## src/rtl/swint_pkg.sv

```systemverilog
package swint_pkg;

  // Field layout of the trigger word; downstream software depends on it.
  localparam int ID_W      = 10;
  localparam int ID_LSB    = 0;
  localparam int LIST_W    = 8;
  localparam int LIST_LSB  = 16;
  localparam int MODE_LSB  = 24;
  localparam int DATA_W    = 32;

  typedef enum logic [1:0] {
    TGT_LIST   = 2'd0,
    TGT_SELF   = 2'd1,
    TGT_OTHERS = 2'd2,
    TGT_RSVD   = 2'd3
  } tgt_mode_e;

  typedef enum logic [1:0] {
    ACC_BYTE = 2'd0,
    ACC_HALF = 2'd1,
    ACC_WORD = 2'd2,
    ACC_RSVD = 2'd3
  } acc_size_e;

endpackage

```

## src/rtl/swint_field_decode.sv

```systemverilog
module swint_field_decode
  import swint_pkg::*;
(
  input  logic [DATA_W-1:0] data_i,
  input  logic [1:0]        size_i,
  input  logic              en_i,
  output logic [ID_W-1:0]   id_o,
  output tgt_mode_e         mode_o,
  output logic [LIST_W-1:0] list_o,
  output logic              word_go_o,
  output logic              bad_size_o
);

  logic is_word;
  logic unused_bits;

  always_comb begin
    id_o       = data_i[ID_LSB +: ID_W];
    list_o     = data_i[LIST_LSB +: LIST_W];
    mode_o     = tgt_mode_e'(data_i[MODE_LSB +: 2]);
    is_word    = (size_i == ACC_WORD);
    word_go_o  = en_i && is_word;
    bad_size_o = en_i && !is_word;
  end

  // Fields outside the decoded ranges carry no meaning.
  assign unused_bits = ^{data_i[DATA_W-1:MODE_LSB+2], data_i[LIST_LSB-1:ID_LSB+ID_W]};

endmodule

```

## src/rtl/swint_target_mask.sv

```systemverilog
module swint_target_mask
  import swint_pkg::*;
#(
  parameter int NCPU  = 4,
  parameter int CPU_W = 2
) (
  input  tgt_mode_e         mode_i,
  input  logic [LIST_W-1:0] list_i,
  input  logic [CPU_W-1:0]  cpu_i,
  output logic [NCPU-1:0]   mask_o,
  output logic              fallback_o
);

  for (genvar i = 0; i < NCPU; i++) begin : g_cpu
    logic is_writer;
    logic listed;

    assign is_writer = (cpu_i == CPU_W'(i));

    if (i < LIST_W) begin : g_in_list
      assign listed = list_i[i];
    end else begin : g_beyond_list
      assign listed = 1'b0;
    end

    always_comb begin
      unique case (mode_i)
        TGT_LIST:   mask_o[i] = listed;
        TGT_SELF:   mask_o[i] = is_writer;
        TGT_OTHERS: mask_o[i] = !is_writer;
        default:    mask_o[i] = 1'b1;
      endcase
    end
  end

  assign fallback_o = (mode_i == TGT_RSVD);

endmodule

```

## src/rtl/swint_pulse_reg.sv

```systemverilog
module swint_pulse_reg
  import swint_pkg::*;
#(
  parameter int NCPU = 4
) (
  input  logic            clk,
  input  logic            rst_n,
  input  logic            go_i,
  input  logic            bad_size_i,
  input  logic            fallback_i,
  input  logic [ID_W-1:0] id_i,
  input  logic [NCPU-1:0] mask_i,
  output logic            valid_o,
  output logic [ID_W-1:0] id_o,
  output logic [NCPU-1:0] mask_o,
  output logic            fallback_o,
  output logic            size_err_o
);

  logic            valid_nxt;
  logic            fallback_nxt;
  logic            size_err_nxt;
  logic            load_en;

  always_comb begin
    valid_nxt    = go_i && (|mask_i);
    fallback_nxt = go_i && fallback_i;
    size_err_nxt = bad_size_i;
    load_en      = valid_nxt;
  end

  always_ff @(posedge clk or negedge rst_n) begin
    if (!rst_n) begin
      valid_o    <= 1'b0;
      fallback_o <= 1'b0;
      size_err_o <= 1'b0;
    end else begin
      valid_o    <= valid_nxt;
      fallback_o <= fallback_nxt;
      size_err_o <= size_err_nxt;
    end
  end

  always_ff @(posedge clk or negedge rst_n) begin
    if (!rst_n) begin
      id_o   <= '0;
      mask_o <= '0;
    end else if (load_en) begin
      id_o   <= id_i;
      mask_o <= mask_i;
    end
  end


  mask_nonzero_chk: assert property (@(posedge clk) disable iff (!rst_n)
    valid_o |-> (mask_o != '0));


  size_excl_chk: assert property (@(posedge clk) disable iff (!rst_n)
    size_err_o |-> (!valid_o && !fallback_o));


  fallback_all_chk: assert property (@(posedge clk) disable iff (!rst_n)
    fallback_o |-> (valid_o && (&mask_o)));

endmodule

```

## src/rtl/swint_dispatch.sv

```systemverilog
module swint_dispatch
  import swint_pkg::*;
#(
  parameter int NCPU  = 4,
  localparam int CPU_W = (NCPU > 1) ? $clog2(NCPU) : 1
) (
  input  logic              clk,
  input  logic              rst_n,
  input  logic              wr_en,
  input  logic [1:0]        wr_size,
  input  logic [DATA_W-1:0] wr_data,
  input  logic [CPU_W-1:0]  wr_cpu,
  output logic              sp_valid,
  output logic [ID_W-1:0]   sp_id,
  output logic [NCPU-1:0]   sp_mask,
  output logic              filt_fallback,
  output logic              size_err
);

  logic [ID_W-1:0]   dec_id;
  tgt_mode_e         dec_mode;
  logic [LIST_W-1:0] dec_list;
  logic              dec_go;
  logic              dec_bad_size;
  logic [NCPU-1:0]   tgt_mask;
  logic              tgt_fallback;

  swint_field_decode u_decode (
    .data_i     (wr_data),
    .size_i     (wr_size),
    .en_i       (wr_en),
    .id_o       (dec_id),
    .mode_o     (dec_mode),
    .list_o     (dec_list),
    .word_go_o  (dec_go),
    .bad_size_o (dec_bad_size)
  );

  swint_target_mask #(.NCPU(NCPU), .CPU_W(CPU_W)) u_mask (
    .mode_i     (dec_mode),
    .list_i     (dec_list),
    .cpu_i      (wr_cpu),
    .mask_o     (tgt_mask),
    .fallback_o (tgt_fallback)
  );

  swint_pulse_reg #(.NCPU(NCPU)) u_out (
    .clk        (clk),
    .rst_n      (rst_n),
    .go_i       (dec_go),
    .bad_size_i (dec_bad_size),
    .fallback_i (tgt_fallback),
    .id_i       (dec_id),
    .mask_i     (tgt_mask),
    .valid_o    (sp_valid),
    .id_o       (sp_id),
    .mask_o     (sp_mask),
    .fallback_o (filt_fallback),
    .size_err_o (size_err)
  );


  strobe_source_chk: assert property (@(posedge clk) disable iff (!rst_n)
    sp_valid |-> $past(wr_en && (wr_size == ACC_WORD)));


  id_track_chk: assert property (@(posedge clk) disable iff (!rst_n)
    sp_valid |-> (sp_id == $past(wr_data[ID_LSB +: ID_W])));


  self_single_chk: assert property (@(posedge clk) disable iff (!rst_n)
    (sp_valid && ($past(wr_data[MODE_LSB +: 2]) == 2'd1)) |-> ($countones(sp_mask) == 1));


  size_err_src_chk: assert property (@(posedge clk) disable iff (!rst_n)
    size_err |-> $past(wr_en && (wr_size != ACC_WORD)));

endmodule

```

## config.mk

```make
export PLATFORM = sky130hd
export DESIGN_NAME = swint_dispatch
export DESIGN_NICKNAME = d
export VERILOG_FILES = /design/src/rtl/swint_pkg.sv /design/src/rtl/swint_field_decode.sv /design/src/rtl/swint_target_mask.sv /design/src/rtl/swint_pulse_reg.sv /design/src/rtl/swint_dispatch.sv
export SDC_FILE = /design/constraint.sdc
export NUM_CORES = 1
export LEC_CHECK = 0
export BUFFER_PORTS_ARGS = -buffer_cell sky130_fd_sc_hd__buf_2
export CORE_UTILIZATION = 35
export DETAILED_ROUTE_END_ITERATION = 7
export MAX_ROUTING_LAYER = met4
export PLACE_DENSITY = 0.69
export SYNTH_ARGS = -nofsm -noshare
export SYNTH_HDL_FRONTEND = slang
export SYNTH_SLANG_ARGS = --single-unit
```

## constraint.sdc

```tcl
create_clock -name clk -period 0.8 [get_ports clk]
set_input_delay 0.12 -clock clk [delete_from_list [all_inputs] [get_ports clk]]
set_output_delay 0.12 -clock clk [all_outputs]
set_load 0.05 [all_outputs]
```

==> insert_results.sql <==
INSERT INTO impl_metrics (metric_group, metric, value, unit) VALUES
('outcome', 'status', 'finished with violations', ''),
('outcome', 'violations', 'negative setup slack', ''),
('logic_synthesis', 'synth_top_area_share', '55.1', '%'),
('logic_synthesis', 'synth_largest_area_cell', 'sky130_fd_sc_hd__dfrtp_1', ''),
('placed_design', 'port-buffer-count', '39', ''),
('detailed_routing', 'detail_route.wl_per_cell', '11.7', 'um'),
('sta', 'worst_clock_skew', '0', 'ns'),
('global_route', 'maximum_number_of_pins_on_one_net_before_global_route_repair', '18', ''),
('sta', 'final.min_clock_period', '0.961', 'ns'),
('global_route', 'grt_pass1_wl', '2680', 'um'),
('clock_network', 'clock_latency', '0.28', 'ns'),
('finish', 'nFillCells', '144', ''),
('global_route', 'grt_pass1_vias', '675', ''),
('floorplanning', 'die_height', '49.0', 'um'),
('detailed_routing', 'route.detailed.vias_per_inst', '4.69', ''),
('global_route', 'antenna_found_initial', '0', ''),
('sta', 'least_margin_pin_slew', '0.373', 'ns'),
('detailed_routing', 'drt-met1-wl', '695', 'um'),
('detailed_routing', 'initialDrtViolationCount', '3', ''),
('logic_synthesis', 'synthDistinctLibCells', '20', ''),
('pwr', 'internal_power', '1.89', 'mW'),
('finish', 'post_route_cells_drive_above_1_share', '69.8', '%'),
('logic_synthesis', 'postSynth.topFlopCell', 'sky130_fd_sc_hd__dfrtp_1', ''),
('floorplanning', 'die_width', '49.0', 'um'),
('pwr', 'power.share.switching', '36.9', '%'),
('detailed_routing', 'detailedRoute.firstPassIterationCount', '3', ''),
('logic_synthesis', 'synth_top_cells_by_count', 'sky130_fd_sc_hd__dfrtp_1, sky130_fd_sc_hd__mux2_4, sky130_fd_sc_hd__mux2_2', ''),
('logic_synthesis', 'ys_seq_elements', '17', ''),
('logic_synthesis', 'yosys_warnings', '0', ''),
('detailed_routing', 'postRouteAntennaNets', '0', ''),
('clock_network', 'max-clock-path-buffers', '2', ''),
('pwr', 'gate_power_share', '48.3', '%'),
('finish', 'multi_input_area', '359', 'um^2'),
('detailed_routing', 'route.met3.wl', '103', 'um'),
('pwr', 'power_switching', '1.10', 'mW'),
('finish', 'finish.utilization', '67.6', '%'),
('critical_path', 'crit_path_max_fanout', '2', ''),
('run', 'max_cap_violations', '0', ''),
('sta', 'timing.final.max_slew_violations', '0', ''),
('clock_network', 'ctsHtreeMaxLevel', '1', ''),
('critical_path', 'end_kind', 'output pin', ''),
('clock_network', 'tritoncts', 'done', ''),
('logic_synthesis', 'synth_seq_area_share', '55.1', '%'),
('clock_network', 'clock_tree.root_cell', 'sky130_fd_sc_hd__clkbuf_4', ''),
('sta', 'rsz0062_at_grt', 'true', ''),
('global_route', 'remaining_global_route_overflow', '0', ''),
('critical_path', 'critical_path.cell_chain', 'buf_6', ''),
('placed_design', 'gpl.final_weighted_congestion', '0.645', ''),
('floorplanning', 'start_util', '38.2', '%'),
('detailed_routing', 'wl_met2', '877', 'um'),
('critical_path', 'timing.critical_path.max_delay_family', 'flip-flops', ''),
('sta', 'post-route-worst-setup-slack', '-0.161', 'ns'),
('logic_synthesis', 'synthMostInstantiatedCell', 'sky130_fd_sc_hd__dfrtp_1', ''),
('placed_design', 'total_half_perimeter_wirelength_after_legalization_and_detailed_placement', '1110', 'um'),
('sta', 'slew-limit-headroom', '75.2', '%'),
('logic_synthesis', 'synth_area', '772', 'um^2'),
('hold_path', 'timing.hold.worst.class', 'primary input to register', ''),
('logic_synthesis', 'synth-async-reset-ratio', '100', '%'),
('detailed_routing', 'highest_layer', 'met3', ''),
('global_route', 'grt.total_usage', '14.7', '%'),
('detailed_routing', 'finalWirelength', '1680', 'um'),
('finish', 'areaGrowthSynthToFinish', '77.0', '%'),
('critical_path', 'required_time_worst_endpoint', '0.68', 'ns'),
('pwr', 'power.static_leakage', '0.687', 'nW'),
('critical_path', 'max_stage_delay', '0.41', 'ns'),
('detailed_routing', 'detail_route.drc_violations', '0', ''),
('logic_synthesis', 'synth_enable_flop_cells', '0', ''),
('clock_network', 'cts.reportedPaths.clkPinSlew', '0.09', 'ns'),
('critical_path', 'worstPathArrival', '0.84', 'ns'),
('pwr', 'clockPowerShare', '14.4', '%'),
('sta', 'timing.final.setup_violations', '30', '');
layout by cell type, fill, tap and decap left out:
cell type	instances
sky130_fd_sc_hd__clkbuf_16	1
sky130_fd_sc_hd__and3_1	1
sky130_fd_sc_hd__a221oi_1	1
sky130_fd_sc_hd__a221o_2	3
sky130_fd_sc_hd__nor4_4	1
sky130_fd_sc_hd__nand2_1	2
sky130_fd_sc_hd__and3b_1	2
sky130_fd_sc_hd__mux2_4	12
sky130_fd_sc_hd__mux2_2	1
sky130_fd_sc_hd__a21boi_0	1
sky130_fd_sc_hd__buf_6	19
sky130_fd_sc_hd__buf_8	1
sky130_fd_sc_hd__clkbuf_4	3
sky130_fd_sc_hd__dlygate4sd3_1	1
sky130_fd_sc_hd__nand3b_1	1
sky130_fd_sc_hd__nor2_1	2
sky130_fd_sc_hd__buf_12	1
sky130_fd_sc_hd__nor2_2	1
sky130_fd_sc_hd__buf_4	18
sky130_fd_sc_hd__o21a_1	1
sky130_fd_sc_hd__nand2b_1	1
sky130_fd_sc_hd__buf_2	19
sky130_fd_sc_hd__or2b_1	1
sky130_fd_sc_hd__a21oi_4	1
sky130_fd_sc_hd__o22ai_1	1
sky130_fd_sc_hd__clkbuf_1	1
sky130_fd_sc_hd__inv_1	2
sky130_fd_sc_hd__dfrtp_1	17
layout make-up:
cell class | instances | area share [%]
Timing Repair Buffer | 60 | 37.6
Sequential cell | 17 | 31.1
Tap cell | 27 | 2.47
Multi-Input combinational cell | 33 | 26.3
Clock buffer | 4 | 1.92
Inverter | 2 | 0.549
final timing paths:
path | slack [ns] | cells after the start | endpoint | startpoint
max in group asynchronous | 0.24 | 2 | u_out.mask_o[0] | rst_n
setup reg to reg | -0.11 | 2 | u_out.id_o[7] | u_out.id_o[7]
setup / recovery | -0.16 | 1 | sp_id[7] | u_out.id_o[7]
hold / removal | 0.04 | 2 | u_out.size_err_o | wr_size[1]
min in group asynchronous | 0.29 | 2 | u_out.id_o[8] | rst_n
hold reg to reg | 0.54 | 1 | u_out.id_o[4] | u_out.id_o[4]
registers in the layout, summed over array words and instances, names as in the netlist:
| signal | count |
|---|---|
| u_out.fallback_o | 1 |
| u_out.id_o | 10 |
| u_out.mask_o | 4 |
| u_out.size_err_o | 1 |
| u_out.valid_o | 1 |
power groups by stage:
stage / clock [mW] / sequential [mW] / combinational (mW)
finish: 0.431 / 1.11 / 1.45
global route: 0.498 / 1.13 / 1.51
CTS: 0.460 / 1.11 / 1.36
detailed placement: 0 / 1.10 / 1.08
global placement: 0 / 1.09 / 1.07
floorplan: 0 / 1.63 / 0.244
stage by stage:
| step | power, mW | TNS (ns) | setup slack, ns | hold WS (ns) | area [um^2] |
|---|---|---|---|---|---|
| global route | 3.14 | -4.98 | -0.204 | 0.0329 | 1370 |
| floorplan | 1.87 | -4.05 | -0.350 | -0.176 | 788 |
| detailed placement | 2.18 | -8.84 | -0.656 | 0.0560 | 1070 |
| global placement | 2.16 | -8.46 | -0.624 | 0.0505 | 1070 |
| finish | 2.99 | -4.27 | -0.161 | 0.0397 | 1370 |
| CTS | 2.93 | -4.28 | -0.177 | 0.0267 | 1280 |
what timing repair did:
item,CTS,global route
endpoints found under the setup margin,32,30
hold endpoints to repair,17,0
buffers inserted,6,4
hold buffers,1,0
gates resized for setup,36,8
gates cloned,0,1
metal layers:
layer / global-route usage, % / vias to the layer above
met3: 3.43 / 0
met5: - / -
li1: - / 322
met2: 26.9 / 27
met4: 4.41 / 0
met1: 15.5 / 322
cells by family (layout without fill, tap and decap cells):
logic type / count (synthesis) / count (layout) / synth area share [%]
AO/OA/AOI/OAI: 8 / 8 / 9.40
buffers and inverters: 3 / 66 / 2.43
multiplexers: 13 / 13 / 22.9
AND/OR/NAND/NOR: 12 / 12 / 10.2
flip-flops: 17 / 17 / 55.1
(Power assumes the default switching activity.)
